File: config.mk
export PLATFORM = sky130hd
export DESIGN_NAME = line_packetizer
export DESIGN_NICKNAME = d
export VERILOG_FILES = /design/src/rtl/lp_pkg.sv /design/src/rtl/lp_in_monitor.sv /design/src/rtl/lp_fifo.sv /design/src/rtl/lp_tx.sv /design/src/rtl/line_packetizer.sv
export SDC_FILE = /design/constraint.sdc
export NUM_CORES = 1
export LEC_CHECK = 0
export CAP_MARGIN = 20
export CORE_UTILIZATION = 38
export DETAILED_ROUTE_END_ITERATION = 8
export MAX_ROUTING_LAYER = met4
export PLACE_DENSITY = 0.61
export SYNTH_ARGS = -nofsm -noshare
export SYNTH_HDL_FRONTEND = slang
export SYNTH_SLANG_ARGS = --single-unit
File: constraint.sdc
create_clock -name clk -period 5.65 [get_ports clk]
set_input_delay 1.13 -clock clk [delete_from_list [all_inputs] [get_ports clk]]
set_output_delay 1.13 -clock clk [all_outputs]
set_load 0.1 [all_outputs]
File: src/rtl/lp_pkg.sv
package lp_pkg;
    localparam int PIX_W = 8;
    localparam int WC_W  = 16;

    localparam logic [7:0] DT_FRAME_OPEN  = 8'h00;
    localparam logic [7:0] DT_FRAME_CLOSE = 8'h01;

    typedef enum logic [1:0] {
        TAG_PIX = 2'd0,
        TAG_FS  = 2'd1,
        TAG_LS  = 2'd2,
        TAG_FE  = 2'd3
    } tag_e;

    typedef struct packed {
        tag_e             tag;
        logic [PIX_W-1:0] data;
    } entry_t;

    localparam int ENTRY_W = $bits(entry_t);

    typedef enum logic [1:0] {
        TX_IDLE  = 2'd0,
        TX_SHORT = 2'd1,
        TX_HDR   = 2'd2,
        TX_PAY   = 2'd3
    } tx_st_e;
endpackage

File: src/rtl/lp_in_monitor.sv
module lp_in_monitor
    import lp_pkg::*;
#(
    parameter int PIX_CNT_W  = 13,
    parameter int LINE_CNT_W = 12
) (
    input  logic       clk,
    input  logic       rst_n,
    input  logic       in_fs,
    input  logic       in_fe,
    input  logic       in_ls,
    input  logic       in_valid,
    input  logic [7:0] in_pix,
    output logic       wr_en,
    output entry_t     wr_entry,
    output logic       dim_err
);
    typedef struct packed {
        logic [PIX_CNT_W-1:0]  pix_cnt;
        logic [LINE_CNT_W-1:0] line_cnt;
        logic                  in_line;
        logic                  wbad;
        logic                  dim_err;
    } mon_s;

    mon_s s_d, s_q;
    logic line_ragged;

    always_comb begin
        s_d         = s_q;
        wr_en       = in_fs | in_fe | in_ls | in_valid;
        wr_entry    = '{tag: TAG_PIX, data: in_pix};
        line_ragged = s_q.in_line && (s_q.pix_cnt[2:0] != 3'd0);
        if (in_fs) begin
            wr_entry = '{tag: TAG_FS, data: '0};
            s_d      = '0;
        end else if (in_fe) begin
            wr_entry  = '{tag: TAG_FE, data: '0};
            s_d.dim_err = s_q.wbad | line_ragged | (s_q.line_cnt[2:0] != 3'd0);
            s_d.in_line = 1'b0;
        end else if (in_ls) begin
            wr_entry   = '{tag: TAG_LS, data: '0};
            s_d.wbad   = s_q.wbad | line_ragged;
            s_d.in_line = 1'b1;
            s_d.pix_cnt = '0;
            s_d.line_cnt = s_q.line_cnt + 1'b1;
        end else if (in_valid) begin
            s_d.pix_cnt = s_q.pix_cnt + 1'b1;
        end
    end

    always_ff @(posedge clk) begin
        if (!rst_n) s_q <= '0;
        else        s_q <= s_d;
    end

    assign dim_err = s_q.dim_err;


    dim_err_cause_chk: assert property (@(posedge clk) disable iff (!rst_n)
        $rose(dim_err) |-> $past(in_fe));
endmodule

File: src/rtl/lp_fifo.sv
module lp_fifo #(
    parameter int WIDTH = 10,
    parameter int DEPTH = 64
) (
    input  logic             clk,
    input  logic             rst_n,
    input  logic             wr_en,
    input  logic [WIDTH-1:0] wr_data,
    input  logic             rd_en,
    output logic [WIDTH-1:0] rd_data,
    output logic             empty,
    output logic             full,
    output logic             ovf
);
    localparam int AW = $clog2(DEPTH);
    localparam int CW = AW + 1;

    typedef struct packed {
        logic [AW-1:0] wp;
        logic [AW-1:0] rp;
        logic [CW-1:0] cnt;
        logic          ovf;
    } fifo_s;

    fifo_s s_d, s_q;
    logic [WIDTH-1:0] mem [DEPTH];
    logic do_wr, do_rd;

    assign empty = (s_q.cnt == '0);
    assign full  = (s_q.cnt == CW'(DEPTH));
    assign ovf   = s_q.ovf;
    assign rd_data = mem[s_q.rp];

    always_comb begin
        s_d   = s_q;
        do_wr = wr_en && !full;
        do_rd = rd_en && !empty;
        if (do_wr) s_d.wp = s_q.wp + 1'b1;
        if (do_rd) s_d.rp = s_q.rp + 1'b1;
        s_d.cnt = s_q.cnt + CW'(do_wr) - CW'(do_rd);
        if (wr_en && full) s_d.ovf = 1'b1;
    end

    always_ff @(posedge clk) begin
        if (!rst_n) s_q <= '0;
        else        s_q <= s_d;
    end

    always_ff @(posedge clk) begin
        if (do_wr) mem[s_q.wp] <= wr_data;
    end


    ovf_sticky_chk: assert property (@(posedge clk) disable iff (!rst_n)
        ovf |=> ovf);

    fill_bound_chk: assert property (@(posedge clk) disable iff (!rst_n)
        s_q.cnt <= CW'(DEPTH));

    pop_nonempty_chk: assert property (@(posedge clk) disable iff (!rst_n)
        rd_en |-> !empty);
endmodule

File: src/rtl/lp_tx.sv
module lp_tx
    import lp_pkg::*;
(
    input  logic            clk,
    input  logic            rst_n,
    input  logic [7:0]      cfg_dtype,
    input  logic [WC_W-1:0] cfg_width,
    input  entry_t          head,
    input  logic            empty,
    output logic            pop,
    output logic            out_valid,
    output logic [7:0]      out_byte,
    output logic            out_sop,
    output logic            out_eop
);
    typedef struct packed {
        tx_st_e          st;
        logic [1:0]      idx;
        logic [WC_W-1:0] cnt;
        logic [WC_W-1:0] wc;
        logic [7:0]      dt;
    } tx_s;

    tx_s s_d, s_q;

    always_comb begin
        s_d       = s_q;
        pop       = 1'b0;
        out_valid = 1'b0;
        out_byte  = '0;
        out_sop   = 1'b0;
        out_eop   = 1'b0;
        unique case (s_q.st)
            TX_IDLE: begin
                if (!empty) begin
                    pop   = 1'b1;
                    s_d.idx = '0;
                    unique case (head.tag)
                        TAG_FS: begin s_d.st = TX_SHORT; s_d.dt = DT_FRAME_OPEN;  end
                        TAG_FE: begin s_d.st = TX_SHORT; s_d.dt = DT_FRAME_CLOSE; end
                        TAG_LS: begin
                            s_d.st = TX_HDR;
                            s_d.dt = cfg_dtype;
                            s_d.wc = cfg_width;
                        end
                        default: ;
                    endcase
                end
            end
            TX_SHORT: begin
                out_valid = 1'b1;
                out_byte  = (s_q.idx == 2'd0) ? s_q.dt : 8'h00;
                out_sop   = (s_q.idx == 2'd0);
                out_eop   = (s_q.idx == 2'd3);
                s_d.idx   = s_q.idx + 1'b1;
                if (s_q.idx == 2'd3) s_d.st = TX_IDLE;
            end
            TX_HDR: begin
                out_valid = 1'b1;
                out_sop   = (s_q.idx == 2'd0);
                unique case (s_q.idx)
                    2'd0: out_byte = s_q.dt;
                    2'd1: out_byte = s_q.wc[7:0];
                    2'd2: out_byte = s_q.wc[15:8];
                    default: out_byte = 8'h00;
                endcase
                s_d.idx = s_q.idx + 1'b1;
                if (s_q.idx == 2'd3) begin
                    s_d.cnt = '0;
                    if (s_q.wc == '0) begin
                        out_eop = 1'b1;
                        s_d.st  = TX_IDLE;
                    end else begin
                        s_d.st  = TX_PAY;
                    end
                end
            end
            TX_PAY: begin
                if (!empty) begin
                    if (head.tag == TAG_PIX) begin
                        pop       = 1'b1;
                        out_valid = 1'b1;
                        out_byte  = head.data;
                        out_eop   = (s_q.cnt == s_q.wc - 1'b1);
                        s_d.cnt   = s_q.cnt + 1'b1;
                        if (out_eop) s_d.st = TX_IDLE;
                    end else begin
                        s_d.st = TX_IDLE;
                    end
                end
            end
            default: s_d.st = TX_IDLE;
        endcase
    end

    always_ff @(posedge clk) begin
        if (!rst_n) s_q <= '{st: TX_IDLE, default: '0};
        else        s_q <= s_d;
    end


    sop_valid_chk: assert property (@(posedge clk) disable iff (!rst_n)
        out_sop |-> out_valid);

    eop_gap_chk: assert property (@(posedge clk) disable iff (!rst_n)
        (out_valid && out_eop) |=> !out_valid);
endmodule

File: src/rtl/line_packetizer.sv
module line_packetizer
    import lp_pkg::*;
#(
    parameter int FIFO_DEPTH = 64,
    parameter int PIX_CNT_W  = 13,
    parameter int LINE_CNT_W = 12
) (
    input  logic        clk,
    input  logic        rst_n,
    input  logic [7:0]  cfg_dtype,
    input  logic [15:0] cfg_width,
    input  logic        in_fs,
    input  logic        in_fe,
    input  logic        in_ls,
    input  logic        in_valid,
    input  logic [7:0]  in_pix,
    output logic        out_valid,
    output logic [7:0]  out_byte,
    output logic        out_sop,
    output logic        out_eop,
    output logic        ovf_flag,
    output logic        dim_err
);
    logic               wr_en, pop, empty, full;
    entry_t             wr_entry, head;
    logic [ENTRY_W-1:0] rd_bits;

    lp_in_monitor #(.PIX_CNT_W(PIX_CNT_W), .LINE_CNT_W(LINE_CNT_W)) mon_i (
        .clk(clk), .rst_n(rst_n),
        .in_fs(in_fs), .in_fe(in_fe), .in_ls(in_ls),
        .in_valid(in_valid), .in_pix(in_pix),
        .wr_en(wr_en), .wr_entry(wr_entry), .dim_err(dim_err)
    );

    lp_fifo #(.WIDTH(ENTRY_W), .DEPTH(FIFO_DEPTH)) fifo_i (
        .clk(clk), .rst_n(rst_n),
        .wr_en(wr_en), .wr_data(wr_entry),
        .rd_en(pop), .rd_data(rd_bits),
        .empty(empty), .full(full), .ovf(ovf_flag)
    );

    assign head = entry_t'(rd_bits);

    lp_tx tx_i (
        .clk(clk), .rst_n(rst_n),
        .cfg_dtype(cfg_dtype), .cfg_width(cfg_width),
        .head(head), .empty(empty), .pop(pop),
        .out_valid(out_valid), .out_byte(out_byte),
        .out_sop(out_sop), .out_eop(out_eop)
    );


    full_drop_chk: assert property (@(posedge clk) disable iff (!rst_n)
        (wr_en && full) |=> ovf_flag);
endmodule

Word level (Yosys, flattened, before mapping)
Memories as Yosys holds them, arrays and structs flattened. A register that Yosys moved wholly into a read port is not among the register bits.
Cells that the tools add are included.
Cells by class
  multiplexer cells: 40
  add/subtract/negate cells: 9
  bitwise logic cells: 8
  reductions and logical operators: 28
  equality and inequality tests: 18
Operators with widths (count)
  one-hot mux 8 bit (3 select lines): 3
  two-way mux 16 bit: 3
  one-hot mux 16 bit (2 select lines): 1
  two-way mux 10 bit: 3
  two-way mux 13 bit: 2
  two-way mux 8 bit: 3
  adder 16 x 1 -> 16 bit, second input constant: 1
  == test 16 bit: 1
  zero test 16 bit: 1
  subtractor 16 x 1 -> 16 bit, second input constant: 1
  adder 13 x 1 -> 13 bit, second input constant: 1
  adder 12 x 1 -> 12 bit, second input constant: 1
  adder 6 x 1 -> 6 bit, second input constant: 2
  == test 2 bit, second input constant: 6
  two-way mux 2 bit: 6
  two-way mux 6 bit: 2
  two-way mux 1 bit: 10
  nonzero test 3 bit: 3
  one-hot mux 2 bit (2 select lines): 2
  one-hot mux 2 bit (4 select lines): 1
  adder 7 x 1 -> 7 bit: 1
  == test 7 bit, second input constant: 1
  zero test 7 bit: 1
  subtractor 7 x 1 -> 7 bit: 1
  20 further kinds: 46
Storage, ports and cells
  memory bits (writable): 640
  register bits after elaboration: 92
  logic and storage cells: 118
  memories kept: 1
  input port bits: 38
  output and inout bits: 13
Memory list
  fifo_i.mem: words 64, width 10, read ports 1, clocked after Yosys merged registers in 1, wr ports 1, RTL line lp_fifo.sv:26  | logic [WIDTH-1:0] mem [DEPTH];

Longest topological paths before layout
  word-level depth: 7
  gate-level depth with buffers: 20
  depth with buffers taken out: 17

Hierarchy
From an unflattened synthesis, not the netlist that was laid out.
Unflattened totals
  cells, all modules: 1645
  area total of the unflattened synthesis: 29324.4 µm²
By module, submodules not included
  lp_fifo: seq. area each 19738.9 µm², area each 25918.6 µm², cells each 1219, times used 1
  lp_tx: seq. area each 880.8 µm², area each 2880.3 µm², cells each 366, times used 1
  lp_in_monitor: seq. area each 180.2 µm², area each 525.5 µm², cells each 60, times used 1

Worst setup path after synthesis
No wires, ideal clock.
  kind: register to output
  start point: register with a tool-made name
  end point: output out_byte[0]
  slack: 0.754 ns
  cell stages (with the launch flop): 13
  data required time: 4.520 ns
  buffers on the path: 4
  data arrival time: 3.766 ns
  cells stage by stage: dfxtp_1 -> buf_4 -> buf_1 -> mux4_2 -> mux2_2 -> a2bb2oi_1 -> nand4b_1 -> o21a_1 -> and3_1 -> clkbuf_1 -> clkbuf_1 -> a222oi_1 -> nor2_1
RTL lines
  end, declared: RTL line line_packetizer.sv:18  | output logic [7:0] out_byte,

==> results.toml <==
[run_status]
status = "completed"

[die]
die_area_um2 = 78000
core-area_um2 = 76100
start_util_pct = 38.4
rows = 101
die_w_um = 279
ioPinCount = 51
die_height_um = 279

[routing]
drt-wirelength-per-cell_um = 24.1
post_drt_via_cell_ratio = 5.45
firstDrtPassIters = 7
final_antenna_net_count = 0
vias = 15327
drt_iter0_drc = 1468
drc_errors = 0
routed_wl_um = 67700

[global_route]
grt_max_degree = 65
grt_pass1_wl_um = 101000
grt_busiest_layer = "met2"
use_met2_pct = 28.3
gr-usage-met1_pct = 24.5
met3_usage_pct = 2.56
grt_overflow = 0
grt_pass1_vias = 15534
grtUsageTotal_pct = 18.0
antenna_found_initial = 3

[pwr]
power.internal_mw = 10.3
power_density_nw_per_um2 = 423
switching_share_pct = 28.2
clock_power_share_pct = 34.2
p_sw_mw = 4.06
p_leak_nw = 10.7
ir_drop_v = 0.000242
seqPwrFrac_pct = 42.9
p_comb_share_pct = 22.9

[timing]
finalCritPeriodShare_pct = 96.7
layout_min_cycle_time_ns = 5.46
clock_skew_ns = 0.0251
slew_headroom_pct = 25.8
hold_viol = 0
max_clock_freq_ghz = 0.183
fin_setup_tns_ns = 0
drv_slew = 0
setup_violations = 0
fin_ws_ns = 0.187
rsz0062_at_grt = "no"
worst_pin_slew_ns = 1.11

[worst_hold_path]
hold_path.class = "register to register"

[clock_tree]
h-tree-depth = 3
postCtsSetupBuffers = 0
cts.clk_slew.worst_paths_ns = 0.06
root_buffer = "clkbuf_16"
cts_buffers = 76
cts.sinks = 719
ctsLongestPathBuffers = 3
clock_latency_ns = 0.62
cts_tree = "yes"

[logic_synthesis]
synth_flop_cell = "edfxtp_1"
ys_seq_area_share_pct = 71.2
avgSynthCellArea_um2 = 18.5
syn_area_um2 = 29200
netlist_instances = 1580
synth_edf_count = 640
yosysWarnings = 0
async_flop_share_pct = 0
synth_area_leaders = "edfxtp_1 66%, mux4_2 15%, dfxtp_1 5.4%"
synth_commonest_cells = "640 x edfxtp_1, 190 x mux4_2, 147 x nor2_1"
yosysUniqueCellTypes = 68
synth_top_area_share_pct = 65.8
ys_ff_latch = 719
yosysTopAreaCell = "edfxtp_1"
synth.most_common_cell = "edfxtp_1"
syn_nets = 1647

[setup_path]
cp_data_required_time_ns = 4.52
r2r_end = "fifo_i.s_q[7]"
crit_chain = "buf_4, mux4_2, mux4_2, mux4_2, a222oi_1, nor2_1, buf_12"
criticalPathCategory = "register to primary output"
endpoint = "out_byte[5]"
cp.depth = 7
start_kind = "register"
crit_family = "multiplexers"
critPathBufInv = 2
cp.arrival_ns = 4.33
worst_path_max_delay_cell = "dfxtp_4"
max_stage_delay_ns = 0.71
reg2regPathDepth = 17
critPathMostFrequentCell = "mux4_2"
rrSetupSlack_ns = 0.57
endpoint_kind = "primary output"
path_max_fanout = 50

[finish]
drive_above_1_share_pct = 24.2
synthToLayoutAreaGrowth_pct = 16.5
seqCellArea_um2 = 20800
final_net_count = 1787
fillers = 6516
num_antenna_cells = 0
multi_input_area_um2 = 7930

[placement]
dpl.hpwl_um = 43000
dp_slack_ns = 0.593
place.gp.congestion = 0.881
port_buffers = 50

[job]
cap_violations = 0
[area by class of cell]
type / count / share of cell area [%]
Sequential cell: 719 / 61.1
Timing Repair Buffer: 146 / 4.18
Inverter: 28 / 0.309
Tap cell: 1030 / 3.79
Clock inverter: 46 / 1.23
Multi-Input combinational cell: 749 / 23.3
Clock buffer: 92 / 6.04
[worst min-delay path by stage]
stage	to	slack (ns)	from	cells after the start
CTS	tx_i.s_q[0]	0.46	tx_i.s_q[0]	2
global route	tx_i.s_q[0]	0.51	tx_i.s_q[0]	2
detailed placement	tx_i.s_q[0]	0.45	tx_i.s_q[0]	2
global placement	mon_i.s_q[1]	0.44	mon_i.s_q[1]	2
finish	tx_i.s_q[0]	0.46	tx_i.s_q[0]	2
floorplan	mon_i.s_q[1]	0.43	mon_i.s_q[1]	2
[tightest hold or removal path, delay by kind of cell (launching register included)]
kind             cells  cell delay [ns]
flip-flops           1             0.31
AND/OR/NAND/NOR      1             0.05
AO/OA/AOI/OAI        1             0.05
[cells in the final DEF, fill, tap and decap left out, types with 4 or more instances in the layout]
cell | synthesis | routed
nor3_1 | 11 | 11
clkbuf_1 | 39 | 10
a22oi_1 | 18 | 18
nand3b_1 | 4 | 4
and2_2 | 0 | 8
nor2b_1 | 11 | 11
nand2_1 | 42 | 42
edfxtp_1 | 640 | 640
clkinv_2 | 0 | 10
a21oi_1 | 33 | 33
clkinvlp_4 | 0 | 5
ha_1 | 28 | 28
buf_4 | 5 | 86
dfxtp_1 | 79 | 75
o211ai_1 | 5 | 5
clkbuf_16 | 0 | 79
bufinv_16 | 0 | 6
or4_1 | 15 | 15
mux4_2 | 190 | 190
o21a_1 | 5 | 5
and2_1 | 15 | 7
nand3_1 | 14 | 14
buf_12 | 0 | 17
clkdlybuf4s50_1 | 0 | 40
mux2i_1 | 46 | 46
nor3b_1 | 5 | 5
nand2b_1 | 15 | 15
o31ai_1 | 15 | 15
clkinv_1 | 0 | 17
and3_1 | 8 | 8
inv_1 | 28 | 28
a222oi_1 | 8 | 8
a22o_1 | 9 | 9
xor2_1 | 12 | 12
nor4_1 | 8 | 8
xnor2_1 | 18 | 18
o21ai_0 | 8 | 8
nor2_1 | 147 | 146
a31oi_1 | 6 | 6
[what timing repair did]
item	CTS	global route
setup endpoints to repair	0	2
hold buffers	0	0
resized for setup	0	1
endpoints found under the hold margin	0	0
[power groups by stage]
stage | Sequential, mW | Clock, mW | Combinational (mW)
finish | 6.17 | 4.92 | 3.30
global route | 6.19 | 5.21 | 3.53
CTS | 6.17 | 5.01 | 3.32
detailed placement | 6.28 | 0 | 3.30
global placement | 6.27 | 0 | 3.27
floorplan | 6.14 | 0 | 2.47
[state kept, by name, indices dropped and copies added, names as in the netlist, named ones only]
register,flops
tx_i.s_q,44
fifo_i.ovf,1
fifo_i.s_q,19
mon_i.dim_err,1
mon_i.s_q,8
fifo_i.mem,640
[metrics by stage]
| stage | hold slack (ns) | util [%] | total power, mW | area, um^2 | cells |
|---|---|---|---|---|---|
| 2_1_floorplan | 0.429 | - | 8.61 | 29200 | 1580 |
| 4_1_cts | 0.462 | 44.6 | 14.5 | 33900 | 2804 |
| 3_3_place_gp | 0.438 | 41.3 | 9.54 | 31400 | 2664 |
| 5_1_grt | 0.508 | 44.7 | 14.9 | 34000 | 2810 |
| 6_report | 0.462 | 44.7 | 14.4 | 34000 | 2810 |
| 3_5_place_dp | 0.453 | 41.3 | 9.58 | 31400 | 2666 |
[cell families (layout without fill, tap and decap cells)]
kind of cell | Yosys count | in the layout | share of synthesized area (%)
mux | 238 | 238 | 16.3
flops | 719 | 719 | 71.2
simple gates | 315 | 315 | 5.24
buf+inv | 112 | 312 | 1.76
compound gates | 137 | 137 | 3.38
xor+xnor | 30 | 30 | 0.899
fa+ha+maj | 29 | 29 | 1.27
[layer usage]
layer	wire (um)	part of all wire, %
met3	3790	5.6
met4	1300	1.9
met5	0	0
met1	29700	44
met2	32900	49
(Power assumes the default switching activity.)
